**src/rtl/status_poll_pkg.sv**
```systemverilog
// Shared types for the completion status poller.
// Assumes: nothing beyond IEEE 1800-2017 packages.
package status_poll_pkg;

    // Phase of a polling run; the phase tells what the current read is for.
    typedef enum logic [1:0] {
        PH_IDLE,
        PH_POLL,
        PH_RECHECK,
        PH_CONFIRM
    } poll_phase_e;

    // Decision taken when a read completes.
    typedef enum logic [2:0] {
        ACT_NONE,
        ACT_RETRY,
        ACT_RECHECK,
        ACT_CONFIRM,
        ACT_PASS,
        ACT_FAIL
    } poll_act_e;

endpackage

```
**src/rtl/poll_budget.sv**
```systemverilog
// Poll budget counter: counts the poll reads that neither matched nor
// timed out, and flags the read that uses up the budget.
// Assumes: MAX_POLLS >= 1; clr and inc are never high in the same cycle.
module poll_budget #(
    parameter int MAX_POLLS = 1024
) (
    input  logic clk,
    input  logic rst_n,
    input  logic clr,
    input  logic inc,
    output logic last
);
    localparam int CNT_W = $clog2(MAX_POLLS + 1);

    logic [CNT_W-1:0] cnt_q;

    // Count retried polls; a new run clears the count.
    always_ff @(posedge clk) begin
        if (!rst_n || clr) begin
            cnt_q <= '0;
        end else if (inc) begin
            cnt_q <= cnt_q + 1'b1;
        end
    end

    // The read now being judged is the final one the budget allows.
    always_comb begin
        last = (cnt_q == CNT_W'(MAX_POLLS - 1));
    end
endmodule

```
**src/rtl/poll_decide.sv**
```systemverilog
// Decision logic: turns a completed read, the current phase and the budget
// state into the next action of the poll loop.
// Assumes: valid is high only in the cycle a read completes.
module poll_decide
    import status_poll_pkg::*;
(
    input  logic        valid,
    input  poll_phase_e phase,
    input  logic        flag_bit,
    input  logic        tmo_bit,
    input  logic        expect_bit,
    input  logic        budget_last,
    output poll_act_e   act
);
    logic hit;

    // Pick the action for this read; a match is checked before the timeout flag.
    always_comb begin
        hit = (flag_bit == expect_bit);
        act = ACT_NONE;
        if (valid) begin
            case (phase)
                PH_POLL: begin
                    if (hit)              act = ACT_CONFIRM;
                    else if (tmo_bit)     act = ACT_RECHECK;
                    else if (budget_last) act = ACT_FAIL;
                    else                  act = ACT_RETRY;
                end
                PH_RECHECK: act = hit ? ACT_CONFIRM : ACT_FAIL;
                PH_CONFIRM: act = ACT_PASS;
                default:    act = ACT_NONE;
            endcase
        end
    end
endmodule

```
**src/rtl/status_poll_ctrl.sv**
```systemverilog
// Completion status poller, top level. It polls a flash status byte at one
// fixed address until bit FLAG_BIT equals the expected value, re-reads once
// after a timeout flag on bit TMO_BIT, confirms a match with one more read,
// and gives up after MAX_POLLS unanswered polls.
// Assumes: rd_data is valid in any cycle where rd_req and rd_ack are both high.
module status_poll_ctrl
    import status_poll_pkg::*;
#(
    parameter int ADDR_W    = 20,
    parameter int DATA_W    = 8,
    parameter int FLAG_BIT  = 7,
    parameter int TMO_BIT   = 5,
    parameter int MAX_POLLS = 1024
) (
    input  logic              clk,
    input  logic              rst_n,
    input  logic              start,
    input  logic              exp_bit7,
    input  logic [ADDR_W-1:0] poll_addr,
    output logic              rd_req,
    output logic [ADDR_W-1:0] rd_addr,
    input  logic              rd_ack,
    input  logic [DATA_W-1:0] rd_data,
    output logic              done,
    output logic              pass,
    output logic [DATA_W-1:0] final_data
);
    poll_phase_e       phase_q;
    logic              exp_q;
    logic [ADDR_W-1:0] addr_q;
    logic              rd_fire;
    logic              budget_last;
    logic              accept;
    poll_act_e         act;

    // A read completes, or a new run is accepted.
    always_comb begin
        rd_fire = rd_req && rd_ack;
        accept  = (phase_q == PH_IDLE) && start;
    end

    poll_budget #(
        .MAX_POLLS (MAX_POLLS)
    ) u_budget (
        .clk   (clk),
        .rst_n (rst_n),
        .clr   (accept),
        .inc   (act == ACT_RETRY),
        .last  (budget_last)
    );

    poll_decide u_decide (
        .valid       (rd_fire),
        .phase       (phase_q),
        .flag_bit    (rd_data[FLAG_BIT]),
        .tmo_bit     (rd_data[TMO_BIT]),
        .expect_bit  (exp_q),
        .budget_last (budget_last),
        .act         (act)
    );

    // Phase sequencing, capture of the run inputs, and result registers.
    always_ff @(posedge clk) begin
        if (!rst_n) begin
            phase_q    <= PH_IDLE;
            exp_q      <= 1'b0;
            addr_q     <= '0;
            done       <= 1'b0;
            pass       <= 1'b0;
            final_data <= '0;
        end else if (accept) begin
            phase_q <= PH_POLL;
            exp_q   <= exp_bit7;
            addr_q  <= poll_addr;
            done    <= 1'b0;
            pass    <= 1'b0;
        end else begin
            case (act)
                ACT_RECHECK: phase_q <= PH_RECHECK;
                ACT_CONFIRM: phase_q <= PH_CONFIRM;
                ACT_PASS: begin
                    phase_q    <= PH_IDLE;
                    done       <= 1'b1;
                    pass       <= 1'b1;
                    final_data <= rd_data;
                end
                ACT_FAIL: begin
                    phase_q    <= PH_IDLE;
                    done       <= 1'b1;
                    pass       <= 1'b0;
                    final_data <= rd_data;
                end
                default: phase_q <= phase_q;
            endcase
        end
    end

    // Drive the read port from the current phase and the captured address.
    always_comb begin
        rd_req  = (phase_q != PH_IDLE);
        rd_addr = addr_q;
    end
endmodule

```
**config.mk**
```make
export PLATFORM = sky130hd
export DESIGN_NAME = status_poll_ctrl
export DESIGN_NICKNAME = d
export VERILOG_FILES = /design/src/rtl/status_poll_pkg.sv /design/src/rtl/poll_budget.sv /design/src/rtl/poll_decide.sv /design/src/rtl/status_poll_ctrl.sv
export SDC_FILE = /design/constraint.sdc
export NUM_CORES = 1
export LEC_CHECK = 0
export ABC_AREA = 1
export CORE_AREA = 10 10 99 101
export CTS_CLUSTER_DIAMETER = 60
export DETAILED_ROUTE_END_ITERATION = 12
export DIE_AREA = 0 0 109 111
export GPL_TIMING_DRIVEN = 0
export PLACE_DENSITY_LB_ADDON = 0.2
export SLEW_MARGIN = 20
export SYNTH_ARGS = -nofsm -noshare
export SYNTH_HDL_FRONTEND = slang
export SYNTH_SLANG_ARGS = --single-unit
```
**constraint.sdc**
```tcl
create_clock -name clk -period 2.35 [get_ports clk]
set_input_delay 0.47 -clock clk [delete_from_list [all_inputs] [get_ports clk]]
set_output_delay 0.47 -clock clk [all_outputs]
set_load 0.005 [all_outputs]
```
* Yosys cells after proc, flatten, opt, wreduce, memory -nomap -nowiden *
Cells that the tools add are included.

operators by class
  add/sub/neg operators = 1
  equal/unequal tests = 10
  mux-type cells = 9
  bitwise operators = 2
  reduce and logical (&&, ||, !) cells = 12

operators by type and width
  kind                                                                      count
  3-bit 2-to-1 mux                                                          5
  11-bit by 1-bit adder with 11-bit output (second input constant)          1
  11-bit by 10-bit equality test with 1-bit output (second input constant)  1
  3-bit case mux with 3 select lines                                        1
  3-bit by 2-bit equality test with 1-bit output (second input constant)    2
  3-bit equality test (second input constant)                               2
  2-bit case mux with 3 select lines                                        1
  2-bit equality test (second input constant)                               2
  2-bit nonzero test                                                        2
  4-bit nonzero test                                                        1
  2-bit OR reduction                                                        2
  3-bit by 1-bit equality test with 1-bit output (second input constant)    1
  3-bit nonzero test                                                        1
  2-bit by 1-bit equality test with 1-bit output (second input constant)    1
  1-bit logical AND                                                         2
  2-bit logical NOT                                                         1
  1-bit inverter                                                            2
  1-bit case mux with 2 select lines                                        1
  2-bit AND reduction                                                       1
  1-bit equality test                                                       1
  1-bit logical NOT                                                         1
  1-bit logical OR                                                          1
  1-bit 2-to-1 mux                                                          1

word-level totals
  register bits = 44
  bits of input ports = 33
  output and inout bits = 31
  logic and storage cells = 42

* Depth between registers and ports, before layout *
  word-level depth = 10
  mapped depth = 10
  gate-level depth less buffers = 9

* Cells and area by module *
Synthesis repeated with hierarchy kept, for this count alone.

unflattened totals
  cells, all modules = 273
  area, all modules = 2011.9 sq um

by module, submodules not included
  module            times used  cells an instance  area an instance (sq um)  seq. area each (sq um)
  status_poll_ctrl  1           177                1352.5                    660.6
  poll_budget       1           73                 561.8                     220.2
  poll_decide       1           23                 97.6                      0.0

* Worst setup path before layout *
OpenSTA, ideal clock, no wires.

  path kind = register -> register
  from = register u_budget.cnt_q[0]
  to = register final_data[0]
  setup time = 0.116 ns
  data arrival time = 1.362 ns
  setup slack = 0.873 ns
  cell stages (with the launch flop) = 10
  path buffers = 1
  period minus slack after synthesis = 1.477 ns
  cells stage by stage = dfxtp_1 > ha_1 > inv_2 > nor2_4 > nand3_1 > nand2_2 > nand2_4 > buf_2 > o21ai_0 > nor2_1

on the way
  longest elaborated chain between the ends = 9
  elaborated cells between the ends (all ways) = 10

ends and longest elaborated chain
  what                                                RTL line                source
  start, declared                                     poll_budget.sv:15       logic [CNT_W-1:0] cnt_q;
  start signal, assigned                              poll_budget.sv:22       cnt_q <= cnt_q + 1'b1;
  11-bit by 10-bit equality test with 1-bit output *  poll_budget.sv:28       last = (cnt_q == CNT_W'(MAX_POLLS - 1));
  3-bit 2-to-1 mux *                                  poll_decide.sv:26       else if (budget_last) act = ACT_FAIL;
  3-bit 2-to-1 mux *                                  poll_decide.sv:25       else if (tmo_bit) act = ACT_RECHECK;
  3-bit 2-to-1 mux *                                  poll_decide.sv:24       if (hit) act = ACT_CONFIRM;
  3-bit case mux with 3 select lines *                poll_decide.sv:22       case (phase)
  3-bit 2-to-1 mux *                                  poll_decide.sv:21       if (valid) begin
  3-bit equality test                                 status_poll_ctrl.sv:78  case (act)
  2-bit OR reduction (no line) *                      n/a
  2-bit AND reduction (no line) *                     n/a
  end signal, assigned                                status_poll_ctrl.sv:85  final_data <= rd_data;
  end signal, assigned                                status_poll_ctrl.sv:91  final_data <= rd_data;
  end, declared                                       status_poll_ctrl.sv:26  output logic [DATA_W-1:0] final_data

Every way passes the cells marked *; elsewhere a longest branch is shown, timed or not.
A chain may end at the register's enable or synchronous reset.

* Worst setup path in the final report *
  from = register phase_q[0]
  to = output rd_req

on the way
  longest elaborated chain between the ends = 1

ends and longest elaborated chain
  what                    RTL line                 source
  start, declared         status_poll_ctrl.sv:28   poll_phase_e phase_q;
  start signal, assigned  status_poll_ctrl.sv:93   default: phase_q <= phase_q;
  2-bit nonzero test      status_poll_ctrl.sv:100  rd_req = (phase_q != PH_IDLE);
  end, declared           status_poll_ctrl.sv:20   output logic rd_req,

No other way between the ends.

==> results.yml <==
sta:
  fmax_ghz: 0.540
  tightest_slew_ns: 0.417
  rsz0062_at_grt: "false"
  slew_violations: 0
  period_needed_ns: 1.85
  finalSetupTns_ns: 0
  slew-limit-headroom: 0.722
  finalCritPeriodShare: 0.788
  final-hold-violation-count: 0
  clock_skew_ns: 0.00764
  setup_viol: 0
layout:
  nFillCells: 879
  seqCellArea_sq_um: 881
  fin_nets: 371
  n_antenna_cell: 0
  final_area_sq_um: 2770
  syn_to_final_growth_pct: 43.7
  drive_above_1_share: 0.0920
  multi_input_area_sq_um: 888
floorplan:
  num_rows: 33
  die_w_microns: 109
  start_util: 0.242
  ios: 64
  die_h_microns: 111
  die_area_sq_um: 12100
  coreArea_sq_um: 7970
logic_synthesis:
  syn_nets: 301
  synth_top_cell_by_area: "dfxtp_1"
  synth-seq-cells: 44
  synth.top_cell.area_share: 0.457
  syn_area_sq_um: 1930
  postSynthAreaPerCell_sq_um: 7.22
  ys_seq_area_frac: 0.457
  synthDistinctLibCells: 22
  synth_area_leaders: "dfxtp_1 (46%), nor2_1 (13%), o21ai_0 (8.0%), nand2_1 (7.6%), nand3_1 (4.4%)"
  syn_inst: 267
  yosysWarnings: 0
setup_path:
  endpoint_kind: "output port"
  worstSetupPathType: "reg -> out"
  critPathLaunchType: "register"
  cp.arrival_ns: 1.38
  rrSetupSlack_ns: 0.57
  crit_fanout: 4
  critical_path_required_ns: 1.88
placed_design:
  routabilityCongestion: 0.775
  post-dp-hpwl_microns: 4080
  dpl_cell_area_sq_um: 2690
  port-buffer-count: 63
clock_tree:
  clk-insertion-delay-late_ns: 0.29
  h-tree-depth: 2
  cts-root-buf: "clkbuf_8"
  clk_pin_slew_worst_paths_ns: 0.09
  ctsResizeCount: 0
  cts_num_sinks: 44
  cts_buffers: 5
  clk_path_buf_depth: 2
  ctsHoldBuffers: 0
  post_cts_buffers: 0
  cts_tree: "yes"
grt:
  grt_overflow: 0
  grt_antenna_before_repair: 0
  grt_pass1_vias: 1883
  grt_util_all_layers: 0.0911
  use_met2: 0.150
  grt_max_degree: 14
  grt_pass1_wl_microns: 9040
  met1_usage: 0.0950
  grtUsageMet3: 0.0570
  top_usage_layer: "met2"
power_and_ir_drop:
  leakage_nw: 1.06
  power_density_nw_per_um2: 571
  irDropWorstVdd_uv: 253
detailed_routing:
  drt_iter0_markers: 36
  ant_nets: 0
  drt-vias-per-instance: 4.22
  wl_per_cell_microns: 12.0
  wirelength_microns: 5310
  first_pass_iters: 4
  num_vias: 1864
  drc: 0
status:
  run_status: "completed"
run:
  drv_cap: 0
worst_hold_path:
  min_path_type: "reg -> reg"
[synth_stat cells]
master     n
buf_4      3
ha_1       1
buf_2      4
inv_1     21
nor2_4     1
nand2_2    2
o21ai_0   31
clkbuf_1   4
nand3_1   17
buf_6      1
xor2_1     6
a21oi_2    9
buf_1      1
inv_2      2
dfxtp_1   44
nor2_2     1
a21oi_1    5
nor2_1    69
nand2_4    1
nand4_1    4
nand2_1   39
a211oi_1   1
[state kept, by name, indices dropped and copies added, names as in the netlist]
signal	flops
rd_addr	20
done	1
phase_q	2
pass	1
exp_q	1
final_data	8
u_budget.cnt_q	11
[through the flow]
step	utilization	std cells	hold WS (ns)	worst slack, ns	total power [mW]
after floorplan	-	267	0.444	0.873	0.961
after global placement	0.338	435	0.456	0.337	1.14
after detailed placement	0.338	435	0.466	0.324	1.14
after CTS	0.348	442	0.481	0.462	1.61
after global routing	0.348	442	0.507	0.399	1.68
final	0.348	442	0.476	0.498	1.58
[cell usage in the layout, fill, tap and decap left out, drive strengths merged]
cell            n
a211oi          1
a21oi          14
buf             9
clkbuf          9
clkdlybuf4s50  63
clkinv          1
clkinvlp        1
dfxtp          44
ha              1
inv            23
nand2          42
nand3          17
nand4           4
nor2           71
o21ai          31
xor2            6
[layout make-up]
cell class              count  area share
multi-input cells         187       0.321
flip-flops and latches     44       0.318
repair buffers             63       0.228
well taps                 105      0.0474
inverters                  23      0.0312
plain buffers              13      0.0262
clock buffers               5      0.0248
clock inverters             2     0.00451
[report_power, final]
group / total (mW) / switching [mW] / leakage (nW) / internal, mW
sequential: 0.815 / 0.0240 / 0.360 / 0.791
clock: 0.467 / 0.265 / 0.0400 / 0.202
combinational: 0.299 / 0.134 / 0.662 / 0.165
total: 1.58 / 0.424 / 1.06 / 1.16
[worst max-delay path, cell delays in order (launching register included)]
cell and delay [ns]:
dfxtp_1 0.34, nor2_1 0.22, inv_1 0.07, clkdlybuf4s50_1 0.46
[logic make-up (layout without fill, tap and decap cells)]
kind of cell | count (synthesis) | count (layout) | share of synthesized area
buffers and inverters | 36 | 106 | 0.0824
adder cells (fa/ha/maj) | 1 | 1 | 0.00649
flip-flops | 44 | 44 | 0.457
XOR/XNOR | 6 | 6 | 0.0273
AO/OA/AOI/OAI | 46 | 46 | 0.138
AND/OR/NAND/NOR | 134 | 134 | 0.289
[final timing paths]
kind	start	to	depth (start not counted)
worst min-delay path	exp_q	exp_q	2
worst min register to register	exp_q	exp_q	2
worst max-delay path	phase_q[0]	rd_req	3
worst max register to register	u_budget.cnt_q[0]	final_data[0]	9
[layer usage]
layer  vias up  wire length (microns)
li1        986                      -
met1       828                   2170
met2        46                   2530
met3         4                    582
met4         0                     29
met5         -                      0
(Power assumes the default switching activity.)
